## config.mk

```make
export PLATFORM = sky130hd
export DESIGN_NAME = combo_lock
export DESIGN_NICKNAME = d
export VERILOG_FILES = /design/src/rtl/lock_pkg.sv /design/src/rtl/lock_step_match.sv /design/src/rtl/lock_next_state.sv /design/src/rtl/combo_lock.sv
export SDC_FILE = /design/constraint.sdc
export NUM_CORES = 1
export LEC_CHECK = 0
export BUFFER_PORTS_ARGS = -buffer_cell sky130_fd_sc_hd__buf_2
export CORE_AREA = 2 2 39 41
export DETAILED_ROUTE_END_ITERATION = 10
export DIE_AREA = 0 0 41 43
export GPL_TIMING_DRIVEN = 0
export PLACE_DENSITY = 0.43
export SKIP_CTS_REPAIR_TIMING = 1
export SYNTH_ARGS = -nofsm -noshare
export SYNTH_HDL_FRONTEND = slang
export SYNTH_SLANG_ARGS = --single-unit
```

## constraint.sdc

```tcl
create_clock -name clk -period 1.1 [get_ports clk]
set_input_delay 0.055 -clock clk [delete_from_list [all_inputs] [get_ports clk]]
set_output_delay 0.055 -clock clk [all_outputs]
set_load 0.05 [all_outputs]
```

## src/rtl/lock_pkg.sv

```systemverilog
package lock_pkg;
  typedef enum logic [1:0] {
    ST_IDLE = 2'b00,
    ST_GOT1 = 2'b01,
    ST_GOT2 = 2'b10,
    ST_OPEN = 2'b11
  } lock_state_e;

  localparam int unsigned NUM_STEPS = 3;
endpackage

```

## src/rtl/lock_step_match.sv

```systemverilog
module lock_step_match
  import lock_pkg::*;
#(
  parameter int unsigned DIAL_W = 6,
  parameter logic [NUM_STEPS-1:0] STEP_DIR = 3'b101,
  parameter logic [NUM_STEPS*DIAL_W-1:0] STEP_NUM = {6'd3, 6'd22, 6'd13}
) (
  input  logic              op_dir,
  input  logic [DIAL_W-1:0] op_num,
  output logic [NUM_STEPS-1:0] hit
);
  for (genvar i = 0; i < NUM_STEPS; i++) begin : g_step
    assign hit[i] = (op_dir == STEP_DIR[i]) &&
                    (op_num == STEP_NUM[i*DIAL_W +: DIAL_W]);
  end
endmodule

```

## src/rtl/lock_next_state.sv

```systemverilog
module lock_next_state
  import lock_pkg::*;
(
  input  lock_state_e          cur,
  input  logic                 op_valid,
  input  logic                 relock,
  input  logic [NUM_STEPS-1:0] hit,
  output lock_state_e          nxt
);
  lock_state_e fallback;

  always_comb begin
    fallback = hit[0] ? ST_GOT1 : ST_IDLE;
    nxt = cur;
    unique case (cur)
      ST_IDLE: if (op_valid) nxt = fallback;
      ST_GOT1: if (op_valid) nxt = hit[1] ? ST_GOT2 : fallback;
      ST_GOT2: if (op_valid) nxt = hit[2] ? ST_OPEN : fallback;
      ST_OPEN: if (relock)   nxt = ST_IDLE;
      default: nxt = ST_IDLE;
    endcase
  end
endmodule

```

## src/rtl/combo_lock.sv

```systemverilog
module combo_lock
  import lock_pkg::*;
#(
  parameter int unsigned DIAL_W = 6,
  parameter logic [NUM_STEPS-1:0] STEP_DIR = 3'b101,
  parameter logic [NUM_STEPS*DIAL_W-1:0] STEP_NUM = {6'd3, 6'd22, 6'd13}
) (
  input  logic              clk,
  input  logic              rst,
  input  logic              op_valid,
  input  logic              op_dir,
  input  logic [DIAL_W-1:0] op_num,
  input  logic              relock,
  output logic              unlocked
);
  localparam int unsigned LAST = NUM_STEPS - 1;

  lock_state_e          state_q, state_d;
  logic [NUM_STEPS-1:0] hit;

  lock_step_match #(
    .DIAL_W  (DIAL_W),
    .STEP_DIR(STEP_DIR),
    .STEP_NUM(STEP_NUM)
  ) u_match (
    .op_dir(op_dir),
    .op_num(op_num),
    .hit   (hit)
  );

  lock_next_state u_next (
    .cur     (state_q),
    .op_valid(op_valid),
    .relock  (relock),
    .hit     (hit),
    .nxt     (state_d)
  );

  always_ff @(posedge clk) begin
    if (rst) state_q <= ST_IDLE;
    else     state_q <= state_d;
  end

  assign unlocked = (state_q == ST_OPEN);

  // reset lands in the no-progress state
  a_r1_reset_idle: assert property (@(posedge clk)
    rst |=> (state_q == ST_IDLE && !unlocked));

  // opening only follows a valid final step
  a_r2_open_cause: assert property (@(posedge clk) disable iff (rst)
    $rose(unlocked) |-> $past(op_valid && op_dir == STEP_DIR[LAST] &&
                              op_num == STEP_NUM[LAST*DIAL_W +: DIAL_W]));

  // idle cycles hold the state
  a_r3_idle_hold: assert property (@(posedge clk) disable iff (rst)
    (!op_valid && !relock) |=> $stable(state_q));

  // open persists without relock
  a_r7_open_holds: assert property (@(posedge clk) disable iff (rst)
    (unlocked && !relock) |=> unlocked);

  // relock closes an open lock
  a_r8_relock_closes: assert property (@(posedge clk) disable iff (rst)
    (unlocked && relock) |=> (state_q == ST_IDLE));

  // a right-13 outside the open state always yields first-step progress
  a_r6_restart: assert property (@(posedge clk) disable iff (rst)
    (op_valid && !unlocked && hit[0]) |=> (state_q == ST_GOT1));
endmodule

```

# After elaboration in Yosys (flattened, before gate mapping)
# Cells that the tools add are included.
[word_totals]
register_bits = 2
latchBits = 0
ram_bits = 0
mem_bits_ro = 0
in_bits = 11
out_inout_bits = 1
word_cells = 25
memories = 0
[op_classes]
add_sub_neg = 0
multipliers = 0
div_mod_pow = 0
magnitude_cmp = 0
eq_ne = 10
shift = 0
muxes = 8
n_bitwise = 1
n_reduce_logical = 5
[ops]
columns = ["cell", "n"]
rows = [
  ["$mux W2", 6],
  ["$ne A2 B2 Y1 const B", 4],
  ["$pmux W2 S4", 1],
  ["$eq A6 B2 Y1 const B", 1],
  ["$eq A6 B4 Y1 const B", 1],
  ["$eq A6 B5 Y1 const B", 1],
  ["$eq A2 B2 Y1 const B", 2],
  ["$reduce_and A4 Y1", 1],
  ["$logic_and A1 B1 Y1", 3],
  ["$eq A2 B1 Y1 const B", 1],
  ["$logic_not A2 Y1", 1],
  ["$mux W1", 1],
  ["$not A1 Y1", 1],
]

# Depth between registers and ports, before layout
[logic_depth]
word_depth = 6
mapped_depth = 3
depth_no_buf = 3

# Cells and area by module
# From an unflattened synthesis, not the netlist that was laid out.
[hier_totals]
cells_unflattened = 22
area_unflattened_um2 = 192.7
[modules_own_cells]
columns = ["module", "instances", "cells_each", "area_per_inst_um2", "seq_area_each_um2"]
rows = [
  ["lock_next_state", 1, 11, 72.6, 0.0],
  ["lock_step_match", 1, 6, 61.3, 0.0],
  ["combo_lock", 1, 5, 58.8, 40.0],
]

# Worst setup path before layout
# OpenSTA, ideal clock, no wires.
[synth_path]
path_type = "flip-flop to flip-flop"
from = "reg state_q[1]"
to = "reg state_q[1]"
setup_time_ns = 0.127
arrival_ns = 0.825
t_required_ns = 0.973
setup_slack_ns = 0.148
stages_incl_launch_ff = 4
synth_period_minus_slack_ns = 0.952
cell_sequence = "dfxtp_1 and4bb_2 a22oi_1 o21ai_0"
[synth_between]
elab_chain_len = 3
word_cells_on_any_way = 10
[synth_lines]
columns = ["item", "line", "rtl"]
rows = [
  ["from (decl)", "combo_lock.sv:18", "lock_state_e state_q, state_d;"],
  ["from (signal assigned)", "combo_lock.sv:41", "else state_q <= state_d;"],
  ["$eq A2 B2 Y1, or another cell as far along", "lock_next_state.sv:15", "unique case (cur)"],
  ["$ne A2 B2 Y1 (no line)", "n/a", ""],
  ["$reduce_and A4 Y1 (no line)", "n/a", ""],
]
# Several ways; a longest one is shown, not always the timed one.
# A chain may end at the register's enable or synchronous reset.

# Worst setup path after layout
[layout_path]
from = "reg state_q[0]"
to = "out unlocked"
[layout_between]
elab_chain_len = 1
[layout_lines]
columns = ["item", "line", "rtl"]
rows = [
  ["$eq A2 B2 Y1", "combo_lock.sv:44", "assign unlocked = (state_q == ST_OPEN);"],
  ["to (decl)", "combo_lock.sv:14", "output logic unlocked"],
]
# No other way between the ends.

==> results_dict.tcl <==
set metrics [dict create \
    status "finished clean" \
    place.gp.congestion 0.599 \
    yosysWarnings 0 \
    largest-register "state_q" \
    m1WireLength_um 191 \
    p_leak_nw 0.123 \
    syn_area_per_cell_um2 9.38 \
    die-area_um2 1760 \
    synthTopCellsByCount "3 x o21ai_0, 2 x and4bb_2, 2 x dfxtp_1, 2 x inv_1, 2 x nor4b_1" \
    netlist_instances 20 \
    rsz0062_at_grt "no" \
    synthArstFlopShare_pct 0 \
    drcViolationCount 0 \
    crit_type "flop to primary output" \
    core_area_um2 1380 \
    die_h_um 43 \
    path_max_fanout 6 \
    grt_pass1_vias 193 \
    seq_area_um2 42.5 \
    grt_max_degree 8 \
    largest_reg_flops 2 \
    clock_path_buffers 2 \
    layout_setup_ws_ps 66.2 \
    syn_nets 31 \
    synth_seq_cells 2 \
    wl_met2_um 297 \
    slew_violations 0 \
    cap_violations 0 \
    synth_cell_types 14 \
    synth_area_leaders "dfxtp_1 21%, and4bb_2 13%, nor4b_1 9.3%" \
    grt.overflow.total 0 \
    fin_crit_sh_pct 94.0 \
    first_pass_iters 2 \
    relSlewSlack_pct 83.1 \
    ys.flop_type "dfxtp_1" \
    ant_nets 0 \
    max_clock_freq_mhz 967 \
    drt-initial-drc-count 1 \
    synth_edf_count 0 \
    top_layer "met3" \
    peakVddDrop_mv 0.388 \
    setup_viol 0 \
    nets 47 \
    vias_per_cell 4.30 \
    fillers 158 \
    ff2ff_path_depth 3 \
    clock_skew_ps 7.99 \
    diodes 0 \
    worst_pin_slew_ps 250 \
    start_util_pct 13.6 \
    yosysTopAreaCellShare_pct 21.3 \
    tns_ps 0 \
    wl_per_cell_um 10.1 \
    hold_path_class "input pin to flop" \
    cts-root-buf "clkbuf_4" \
    finalHoldViolCount 0 \
    yosys.area.top_type "dfxtp_1" \
    synth_most_common_cell "o21ai_0" \
    end_kind "primary output" \
    reg.largest.list "state_q x2" \
    cts_tree "yes" \
    rows 14 \
    wl_met3_um 15 \
    synth_area_um2 188 \
    io_pins 12 \
    clock-sinks 2 \
    drive_gt1_share_pct 61.8 \
    clk_pin_slew_ps 30 \
    cts_inserted_buffers 3 \
    hold_depth 2 \
    startpoint_type "flop" \
    wl_um 504 \
    port_buffers 11 \
    grt.total_usage_pct 6.51 \
    dp_hpwl_um 416 \
    grt_pass1_wl_um 738 \
    syn_to_final_growth_pct 54.7 \
    antenna_found_initial 0 \
    ys_seq_area_share_pct 21.3 \
    cellPowerDensity_nw_per_um2 946 \
    min_period_ps 1030 \
    required_ps 1040 \
    htree_levels 1 \
    worstPathArrival_ps 980 \
    vias 215 \
    pre_cts_ws_ps 29.4 \
    clock_latency_ps 230 \
    multiInputGateArea_um2 140 \
    die_w_um 41 \
]
-- per-layer routing --
metal  up-vias  global-route usage (%)
li1        111                       -
met1       102                    5.41
met2         2                    11.3
met3         0                    6.28
met4         0                       0
met5         -                       0
-- critical path: stages (launching register included) --
cell and delay (ps):
dfxtp_2 360, and2_2 170, clkbuf_4 220
-- per-stage QoR --
stage          utilization, %  instances  instance area, µm²  power [mW]  hold slack, ps
2_1_floorplan               -         20                 188      0.0843             121
3_3_place_gp             19.0         47                 263       0.110             272
3_5_place_dp             19.0         47                 263       0.111             267
4_1_cts                  20.6         50                 285       0.285            23.1
5_1_grt                  21.0         50                 290       0.303            19.9
6_report                 21.0         50                 290       0.275            22.3
-- placed cells by master, fill, tap and decap left out --
cell | Yosys | routed
dfxtp_2 | 0 | 2
and4bb_2 | 2 | 2
nor2b_1 | 1 | 1
and3b_1 | 1 | 1
o21ai_0 | 3 | 3
nand2_1 | 1 | 1
clkbuf_4 | 0 | 4
inv_1 | 2 | 2
nor4b_1 | 2 | 2
o2111ai_1 | 1 | 1
o211ai_2 | 1 | 1
a221oi_2 | 1 | 1
a22oi_1 | 1 | 1
and4bb_1 | 1 | 1
buf_2 | 0 | 10
and2_2 | 1 | 1
-- logic make-up after synthesis --
family                 count (synthesis)  synth area share (%)
and+or+nand+nor                        9                  43.3
AOI/OAI and AO/OA                      7                  31.3
DFF                                    2                  21.3
buffers and inverters                  2                  4.00
-- final timing paths --
check / start / endpoint / slack [ps]
worst max register to register: state_q[1] / state_q[1] / 90
worst min-delay path: relock / state_q[0] / 20
worst max-delay path: state_q[0] / unlocked / 70
worst min register to register: state_q[1] / state_q[1] / 520
-- final cells by class --
type | count | share of cell area [%]
Inverter | 2 | 2.59
Tap cell | 16 | 6.90
Timing Repair Buffer | 11 | 19.8
Sequential cell | 2 | 14.7
Multi-Input combinational cell | 16 | 48.3
Clock buffer | 3 | 7.76
-- where the power goes --
part	internal [mW]	switching, mW
Clock	0.121	0.0448
Sequential	0.0731	0.000136
Combinational	0.0196	0.0164
Note: power is estimated with default switching activity, not from simulation.
